$ cat src/rtl/rt_reset_mc.sv
module rt_reset_mc #(
  parameter logic [4:0] RESET_CODE = 5'b01000,
  parameter int BITW = 16
) (
  input  logic            clk,
  input  logic            rst_n,
  input  logic            cmd_stb,
  input  logic            cmd_ok,
  input  logic            cmd_tr,
  input  logic [4:0]      cmd_code,
  input  logic            cmd_bcast,
  input  logic            cmd_bus,
  input  logic            tbl_illegal,
  input  logic            opt_undef_inv,
  input  logic            extra_word,
  input  logic            stat_done,
  input  logic            msg_end,
  input  logic            busy_set,
  input  logic [1:0]      shut_set,
  input  logic            finh_set,
  input  logic            bit_load,
  input  logic [BITW-1:0] bit_data,
  output logic            st_merr,
  output logic            st_busy,
  output logic            st_bcr,
  output logic [1:0]      xmt_shut,
  output logic            flag_inh,
  output logic [BITW-1:0] bit_word,
  output logic            ds_busy_acc,
  output logic            ds_bcast,
  output logic            ds_pingpong,
  output logic            inf_bus,
  output logic            inf_merr,
  output logic            inf_illegal,
  output logic            inf_rt2rt,
  output logic            inf_gap,
  output logic            wr_done,
  output logic            tx_status,
  output logic            irq_word,
  output logic            irq_bcap,
  output logic            irq_illegal,
  output logic            irq_merr
);

  typedef enum logic [2:0] {OC_IGN, OC_GAP, OC_INF, OC_ILL, OC_RST} outcome_t;

  outcome_t oc;
  logic     hit, pend, wait_tx, fire;

  always_comb begin
    if (!cmd_ok)             oc = OC_IGN;
    else if (extra_word)     oc = OC_GAP;
    else if (!cmd_tr)        oc = opt_undef_inv ? OC_IGN : (tbl_illegal ? OC_ILL : OC_INF);
    else                     oc = OC_RST;
  end

  assign hit  = cmd_stb && (cmd_code == RESET_CODE) && (oc != OC_IGN);
  assign fire = pend && (wait_tx ? stat_done : msg_end);

  always_ff @(posedge clk or negedge rst_n) begin
    if (!rst_n) begin
      st_merr <= 1'b0; st_busy <= 1'b0; st_bcr <= 1'b0;
      xmt_shut <= '0; flag_inh <= 1'b0; bit_word <= '0;
      ds_busy_acc <= 1'b0; ds_bcast <= 1'b0; ds_pingpong <= 1'b0;
      inf_bus <= 1'b0; inf_merr <= 1'b0; inf_illegal <= 1'b0;
      inf_rt2rt <= 1'b0; inf_gap <= 1'b0;
      wr_done <= 1'b0; tx_status <= 1'b0;
      irq_word <= 1'b0; irq_bcap <= 1'b0; irq_illegal <= 1'b0; irq_merr <= 1'b0;
      pend <= 1'b0; wait_tx <= 1'b0;
    end else begin
      wr_done <= hit;
      irq_word <= hit;
      irq_bcap <= hit;
      irq_illegal <= hit && (oc == OC_ILL);
      irq_merr <= hit && (oc == OC_GAP);
      tx_status <= hit && (oc != OC_GAP) && !cmd_bcast;

      if (busy_set) st_busy <= 1'b1;
      xmt_shut <= xmt_shut | shut_set;
      if (finh_set) flag_inh <= 1'b1;
      if (bit_load) bit_word <= bit_data;

      if (hit) begin
        ds_pingpong <= ~ds_pingpong;
        ds_busy_acc <= (oc != OC_RST);
        ds_bcast    <= (oc == OC_GAP) ? 1'b0 : cmd_bcast;
        inf_bus     <= cmd_bus;
        inf_rt2rt   <= 1'b0;
        inf_merr    <= (oc == OC_GAP) || (oc == OC_ILL);
        inf_illegal <= (oc == OC_ILL);
        inf_gap     <= (oc == OC_GAP);
        st_merr     <= (oc == OC_GAP) || (oc == OC_ILL);
        if (oc != OC_GAP && cmd_bcast) st_bcr <= 1'b1;
        if (oc == OC_RST) begin
          pend    <= 1'b1;
          wait_tx <= !cmd_bcast;
        end
      end

      if (fire) begin
        pend <= 1'b0;
        st_merr <= 1'b0; st_busy <= 1'b0; st_bcr <= 1'b0;
        xmt_shut <= '0; flag_inh <= 1'b0; bit_word <= '0;
      end
    end
  end


  strobe_needs_done_chk: assert property (@(posedge clk) disable iff (!rst_n)
    (tx_status || irq_word || irq_illegal || irq_merr) |-> wr_done);

  gap_no_status_chk: assert property (@(posedge clk) disable iff (!rst_n)
    irq_merr |-> (inf_gap && inf_merr && !tx_status && !ds_bcast));

  illegal_info_chk: assert property (@(posedge clk) disable iff (!rst_n)
    irq_illegal |-> (inf_illegal && inf_merr && st_merr));

  pingpong_flip_chk: assert property (@(posedge clk) disable iff (!rst_n)
    wr_done |-> (ds_pingpong != $past(ds_pingpong) && !inf_rt2rt));

  clear_result_chk: assert property (@(posedge clk) disable iff (!rst_n)
    fire |=> (bit_word == '0 && !flag_inh && xmt_shut == 2'b00 && !pend));

  done_single_chk: assert property (@(posedge clk) disable iff (!rst_n)
    wr_done |=> !wr_done || $past(cmd_stb));

endmodule

$ cat config.mk
export PLATFORM = sky130hd
export DESIGN_NAME = rt_reset_mc
export DESIGN_NICKNAME = d
export VERILOG_FILES = /design/src/rtl/rt_reset_mc.sv
export SDC_FILE = /design/constraint.sdc
export NUM_CORES = 1
export LEC_CHECK = 0
export ABC_AREA = 1
export BUFFER_PORTS_ARGS = -buffer_cell sky130_fd_sc_hd__buf_2
export CAP_MARGIN = 5
export CELL_PAD_IN_SITES_DETAIL_PLACEMENT = 0
export CELL_PAD_IN_SITES_GLOBAL_PLACEMENT = 2
export CORE_MARGIN = 4
export CORE_UTILIZATION = 26
export DETAILED_ROUTE_END_ITERATION = 6
export PLACE_DENSITY_LB_ADDON = 0.2
export SLEW_MARGIN = 20
export SYNTH_ARGS = -nofsm -noshare
export SYNTH_HDL_FRONTEND = slang
export SYNTH_SLANG_ARGS = --single-unit
$ cat constraint.sdc
create_clock -name clk -period 1.4 [get_ports clk]
set_input_delay 0.28 -clock clk [delete_from_list [all_inputs] [get_ports clk]]
set_output_delay 0.28 -clock clk [all_outputs]
set_load 0.1 [all_outputs]
* After elaboration in Yosys (flattened, before gate mapping)
Index checks and enable logic that the tools add are counted.
Word-level totals: register bits 35, input port bits 38, output and inout bits 36, logic and storage cells 69
Cells by class: equal/unequal tests 6, mux-type cells 22, bitwise gates (word level) 2, reductions and logical operators 20
Operators with widths (count):
- 16-bit two-way mux | 2
- 1-bit two-way mux | 15
- 2-bit nonzero test | 6
- 3-bit two-way mux | 3
- 1-bit logical AND | 8
- 2-bit AND reduction | 3
- 5-bit by 4-bit equality test with 1-bit output, second input constant | 1
- 2-bit two-way mux | 2
- 3-bit by 1-bit equality test with 1-bit output, second input constant | 1
- 3-bit by 2-bit equality test with 1-bit output, second input constant | 1
- 3-bit equality test, second input constant | 1
- 3-bit by 1-bit != test with 1-bit output, second input constant | 1
- 3-bit != test, second input constant | 1
- 3-bit nonzero test | 1
- 2-bit OR | 1
- 1-bit zero test | 1
- 1-bit logical OR | 1
- 1-bit inverter | 1

* Longest topological paths before layout
Gate-level depths: netlist of run 1.
depth in word-level cells 10, depth in mapped cells 9

* Least setup slack after synthesis of run 1
No wires, ideal clock.
path type reg2out, start point register irq_bcap (netlist name), end point output irq_word, arrival 1.341 ns, data required time 1.120 ns, setup slack -0.221 ns, stages on the path, launching flop included 2, buffers on the path 1, cells stage by stage dfrtp_1 -> buf_4
RTL lines:
- to (decl) | RTL line 39 | output logic irq_word,

* Final worst setup path of run 1
start point register bit_word[10], end point output bit_word[10]
RTL lines:
- from (decl) | RTL line 28 | output logic [BITW-1:0] bit_word,
- from (signal assigned) | RTL line 81 | if (bit_load) bit_word <= bit_data;
No word-level cell between the ends.

==> results of run 1 <==
==> cell usage after synthesis (3+ instances only) <==
cell type	instances
nor2_1	13
inv_1	26
buf_2	3
nor2_2	4
buf_4	3
a21boi_1	10
a21boi_0	6
dfrtp_1	35
nand3_1	18
nand2_4	5
nand2_1	18
o21ai_2	3
==> worst max path at each step <==
stage          slack (ns)                      from                  endpoint
2_1_floorplan        0.07        irq_bcap$_DFF_PN0_                  irq_word
3_3_place_gp         0.09               cmd_code[1]   ds_busy_acc$_DFFE_PN0N_
3_5_place_dp         0.09                   msg_end  bit_word[15]$_DFFE_PN0P_
4_1_cts              0.02  bit_word[10]$_DFFE_PN0P_              bit_word[10]
5_1_grt             0.001  bit_word[10]$_DFFE_PN0P_              bit_word[10]
6_report             0.05  bit_word[10]$_DFFE_PN0P_              bit_word[10]
==> timing repair <==
action / in CTS / in global routing
setup endpoints to repair: 0 / 6
hold buffers: 1 / 0
buffers inserted: 0 / 2
resized for setup: 0 / 1
hold endpoints to repair: 12 / 0
==> power breakdown <==
group	switching, µW	total, µW	leakage [µW]	internal, µW
clock	335	684	0.0000422	349
combinational	956	1200	0.000769	244
sequential	59.5	1170	0.000434	1110
total	1350	3060	0.00125	1710
==> kinds of logic after synthesis <==
kind of cell	share of synthesized area, %
and+or+nand+nor	24.3
buffers and inverters	10.9
DFF	54.1
AOI/OAI and AO/OA	10.5
other	0.231
==> metal layers <==
layer,track usage (%),vias to the layer above,part of all wire (%)
met4,3.82,0,1.5
met1,13.1,593,43
li1,-,660,-
met2,17.0,44,47
met5,0,-,0
met3,3.78,6,8.5
==> layout make-up <==
| class | count | area share [%] |
|---|---|---|
| sequential | 35 | 38.9 |
| multi-input combinational | 93 | 25.2 |
| timing repair buffer | 78 | 23.3 |
| inverter | 28 | 4.78 |
| tap | 75 | 4.16 |
| clock buffer | 7 | 3.39 |
| clock inverter | 1 | 0.222 |
==> through the flow <==
step | util [%] | cell area, µm² | setup slack (ns)
2_1_floorplan | - | 1620 | 0.0733
3_3_place_gp | 35.6 | 2130 | 0.0946
3_5_place_dp | 35.6 | 2130 | 0.0906
4_1_cts | 37.1 | 2220 | 0.0229
5_1_grt | 37.6 | 2250 | 0.00120
6_report | 37.6 | 2250 | 0.0484
==> cells in the final DEF, fill, tap and decap left out, drive strengths merged, types with 3 or more instances in the layout <==
master,instances
o21ai,4
clkbuf,8
buf,76
inv,28
dfrtp,35
nand2,25
a21oi,3
nand3,19
nor2,20
a21boi,16
==> impl_metrics.tcl, run 1 <==
set metrics [dict create \
    worst_hold_path_type "in2reg" \
    crit_chain "buf_2" \
    netlist_area_um2 1620 \
    status "finished clean" \
    yosys_register_bits 35 \
    drc_errors 0 \
    synthCells 164 \
    max_stage_delay_ns 0.43 \
    slew_viol_final 0 \
    grt-ovfl-total 0 \
    hold_viol 0 \
    setup_viol 0 \
    crit_arrival_ns 1.07 \
    via_count 1303 \
    grt_usage_pct 10.6 \
    rr_worst_depth 8 \
    cts_tree "yes" \
    p_leak_uw 0.00125 \
    grt_pass1_vias 1321 \
    timing.rr.start "wait_tx$_DFFE_PN0P_" \
    cp.required_ns 1.12 \
    routabilityCongestion 0.690 \
    final_cells 317 \
    first_iter_violations 24 \
    synth.distinct_cells 28 \
    fillCellCount 639 \
    die_area_um2 7560 \
    nets 279 \
    synth_ff_type "dfrtp_1" \
    htreeDepth 2 \
    startpoint_type "register" \
    port_buffers 72 \
    drt-pass1-iter-count 4 \
    grt_pass1_wl_mm 6.16 \
    min_from "cmd_bcast" \
    avgSynthCellArea_um2 9.88 \
    ir_drop_mv 0.458 \
    regMostFlops "bit_word" \
    cts_root_buf "clkbuf_8" \
    insertedDiodeCount 0 \
    postRouteAntennaNets 0 \
    finalPower_uw 3060 \
    min_period_ns 1.35 \
    clock-skew-final_ns 0.00392 \
    finalWirelength_mm 3.73 \
    clock-sinks 35 \
    reg.largest.list "bit_word x16, xmt_shut x2" \
    area_growth_pct 39.1 \
    cap_violations 0 \
    numCtsBuffers 5 \
    worstPathMaxFanout 2 \
    min_delay_path_depth 2 \
    clk_pin_slew_ns 0.07 \
    via_per_inst 4.11 \
    grt_start_max_net_pins 24 \
    hpwl_mm 2.94 \
    multi_input_area_um2 568 \
    clockBufferDepth 2 \
    dp_cells 306 \
    syn_nets 202 \
    crit_buf_inv 1 \
    rsz0062_at_grt "no" \
    critPathKind "reg2out" \
    start_util_pct 27.0 \
    yosysTopAreaCell "dfrtp_1" \
    async_flop_share_pct 100 \
    tns_ns 0 \
    io_pins 74 \
    insertion_delay_ns 0.28 \
    period_share_pct 96.5 \
    worstReg2RegEnd "bit_word[14]$_DFFE_PN0P_" \
    largest_register_ffs 16 \
    drive_above_1_share_pct 43.8 \
    core_area_um2 5990 \
    cp_num_cells 1 \
    synth_enable_flop_cells 0 \
    crit_family "buffers and inverters" \
    ys_warn_count 0 \
    synth_top_area_share_pct 54.1 \
    cp-end-kind "primary output" \
    max_freq_ghz 0.740 \
    ys_seq_area_share_pct 54.1 \
    whs_ns 0.191 \
    dieHeight_um 86.9 \
    power_density_nw_per_um2 1360 \
    die_width_um 86.9 \
    reg2reg_setup_slack_ns 0.17 \
    rows 28 \
    whs_endpoint "tx_status$_DFF_PN0_" \
    seq_area_um2 877 \
    synth_area_leaders "dfrtp_1 54%, inv_1 6.0%, nand3_1 5.6%, a21boi_1 4.6%, nand2_1 4.2%" \
    cpMaxStageDelayCell "buf_2" \
    antenna_found_initial 0 \
    avgRoutedWirePerCell_um 11.8 \
]
No activity file was read; power rests on OpenSTA's default activity.
==> run 2: changes to the inputs <==
--- a/config.mk
+++ b/config.mk
@@ -5,7 +5,6 @@
 export SDC_FILE = /design/constraint.sdc
 export NUM_CORES = 1
 export LEC_CHECK = 0
-export ABC_AREA = 1
 export BUFFER_PORTS_ARGS = -buffer_cell sky130_fd_sc_hd__buf_2
 export CAP_MARGIN = 5
 export CELL_PAD_IN_SITES_DETAIL_PLACEMENT = 0
==> run 2 against run 1 <==
Compared with the run above:
- synthesized cell count shrank 27%
- clock skew about the same
- critical path depth stayed put
- die area down 9.0%
- largest cell class unchanged
- register-to-register slack gained 0.09 ns
- global-route usage fell by 0.27 points
- hold slack got worse by 0.0036 ns
- largest power group unchanged
- first-iteration DRC count decreased by 38%
- flip-flop and latch count did not move
- routed wire length shrank 9.0%
==> impl_metrics.tcl, run 2 <==
set metrics [dict create \
    status "finished clean" \
    routabilityCongestion 0.683 \
    final_common_cell "buf_2" \
    syn_nets 158 \
    antenna_found_initial 0 \
    rows 27 \
    netlist_area_um2 1460 \
    ys_seq_area_share_pct 60.0 \
    worstPathMaxFanout 2 \
    ys_warn_count 0 \
    area_growth_pct 47.1 \
    period_share_pct 96.1 \
    nets 244 \
    min_period_ns 1.35 \
    rsz0062_at_grt "no" \
    yosysTopAreaCell "dfrtp_1" \
    worst_hold_path_type "in2reg" \
    first_iter_violations 15 \
    regMostFlops "bit_word" \
    via_count 1187 \
    ir_drop_mv 0.479 \
    yosysMostFrequentCell "dfrtp_1" \
    slew_viol_final 0 \
    clock-skew-final_ns 0.00416 \
    startpoint_type "register" \
    io_pins 74 \
    cpMaxStageDelayCell "buf_2" \
    p_leak_uw 0.00111 \
    synthCells 120 \
    grt_pass1_wl_mm 5.82 \
    max_stage_delay_ns 0.43 \
    setup_viol 0 \
    final_cell_mix "66 x buf_2, 34 x dfrtp_1, 26 x nor2_1, 18 x mux2i_1, 11 x buf_4" \
    cp-end-kind "primary output" \
    grt-ovfl-total 0 \
    yosys_register_bits 35 \
    timing.rr.start "wait_tx$_DFFE_PN0P_" \
    drc_errors 0 \
    min_delay_path_depth 2 \
    die_width_um 82.9 \
    synth_common_cells "35 x dfrtp_1, 26 x nor2_1, 18 x mux2i_1, 3 x buf_4, 3 x inv_1" \
    grt_usage_pct 10.3 \
    async_flop_share_pct 100 \
    finalWirelength_mm 3.39 \
    drt-pass1-iter-count 3 \
    grt_pass1_vias 1231 \
    power_density_nw_per_um2 1410 \
    reg.largest.list "bit_word x16, xmt_shut x2" \
    critPathKind "reg2out" \
    min_from "cmd_bcast" \
    postRouteAntennaNets 0 \
    insertion_delay_ns 0.27 \
    numCtsBuffers 5 \
    via_per_inst 4.27 \
    synth_ff_type "dfrtp_1" \
    port_buffers 72 \
    reg2reg_setup_slack_ns 0.26 \
    hpwl_mm 2.79 \
    final.setup.worst_slack_ns 0.0548 \
    dieHeight_um 82.9 \
    grt_start_max_net_pins 21 \
    avgSynthCellArea_um2 12.2 \
    drive_above_1_share_pct 49.0 \
    max_freq_ghz 0.743 \
    crit_family "buffers and inverters" \
    htreeDepth 2 \
    crit_chain "buf_2" \
    start_util_pct 26.7 \
    insertedDiodeCount 0 \
    cts_tree "yes" \
    die_area_um2 6880 \
    cp.required_ns 1.12 \
    cap_violations 0 \
    synth_area_leaders "dfrtp_1 60%, mux2i_1 12%, nor2_1 6.7%, mux2_4 2.1%, buf_4 1.5%" \
    dp_cells 270 \
    whs_endpoint "tx_status$_DFF_PN0_" \
    synth.distinct_cells 30 \
    crit_arrival_ns 1.07 \
    hold_viol 0 \
    avgRoutedWirePerCell_um 12.2 \
    synth_top_area_share_pct 60.0 \
    largest_register_ffs 16 \
    place_ws_ns -0.134 \
    crit_buf_inv 1 \
    core_area_um2 5470 \
    clockBufferDepth 2 \
    cts_root_buf "clkbuf_8" \
    rr_worst_depth 4 \
    final_cells 278 \
    clk_pin_slew_ns 0.06 \
    synth_enable_flop_cells 0 \
    clock-sinks 35 \
    worstReg2RegEnd "bit_word[3]$_DFFE_PN0P_" \
]
==> run 2: cell count changes after synthesis, sizes merged, moves of 6 or more <==
cell,before,now
inv,28,3
nand2,25,1
nand3,19,0
mux2i,0,18
a21boi,16,0
nor2,20,26
==> run 2: where the power goes <==
| part | internal [µW] | switching, µW |
|---|---|---|
| Combinational | 283 | 913 |
| Sequential | 1110 | 70.1 |
| Clock | 342 | 306 |
==> run 2: worst max path at each step <==
stage	start	end	slack, ns	cells after the start
after floorplan	cmd_code[1]	inf_bus$_DFFE_PN0N_	-0.01	3
after global placement	cmd_code[1]	inf_bus$_DFFE_PN0N_	-0.12	4
after detailed placement	cmd_code[1]	inf_illegal$_DFFE_PN0N_	-0.13	4
after CTS	inf_merr$_DFFE_PN0N_	inf_merr	0.02	1
after global routing	inf_illegal$_DFFE_PN0N_	inf_illegal	0.006	1
final	inf_illegal$_DFFE_PN0N_	inf_illegal	0.05	1
==> run 2: cell families after synthesis <==
kind of cell | synth area share (%)
simple gates | 14.7
buf+inv | 3.51
other cells | 0.257
compound gates | 6.60
mux | 14.4
flops | 60.0
xor+xnor | 0.600
==> run 2: metal layers <==
layer | GRT usage, % | part of all wire [%] | routed length (µm)
met1 | 11.3 | 41 | 1380
met5 | 0 | 0 | 0
met3 | 4.46 | 9.5 | 323
met4 | 3.57 | 1.4 | 48
met2 | 17.8 | 48 | 1640
==> run 2: repair_timing <==
action | 4_1_cts | 5_1_grt
endpoints found under the hold margin | 15 | 0
resized for setup | 0 | 2
hold buffers | 1 | 0
buffers inserted | 0 | 0
setup endpoints to repair | 0 | 2
==> run 2: final cells by class <==
type                            instances  area [µm²]
Fill cell                             560        3320
Sequential cell                        35         877
Timing Repair Buffer                   86         558
Multi-Input combinational cell         75         536
Tap cell                               72        90.1
Clock buffer                            7        76.3
Inverter                                3        11.3
==> run 2: stage by stage <==
stage | hold WS (ns) | setup TNS (ns) | area (µm²) | utilization [%] | power [µW]
after CTS | 0.177 | 0 | 2140 | 39.2 | 3080
after floorplan | -0.0156 | -0.0233 | 1460 | - | 2070
after detailed placement | 0.224 | -0.519 | 2060 | 37.6 | 2410
after global placement | 0.213 | -0.539 | 2060 | 37.6 | 2400
final | 0.188 | 0 | 2150 | 39.3 | 3030
after global routing | 0.183 | 0 | 2150 | 39.3 | 3170
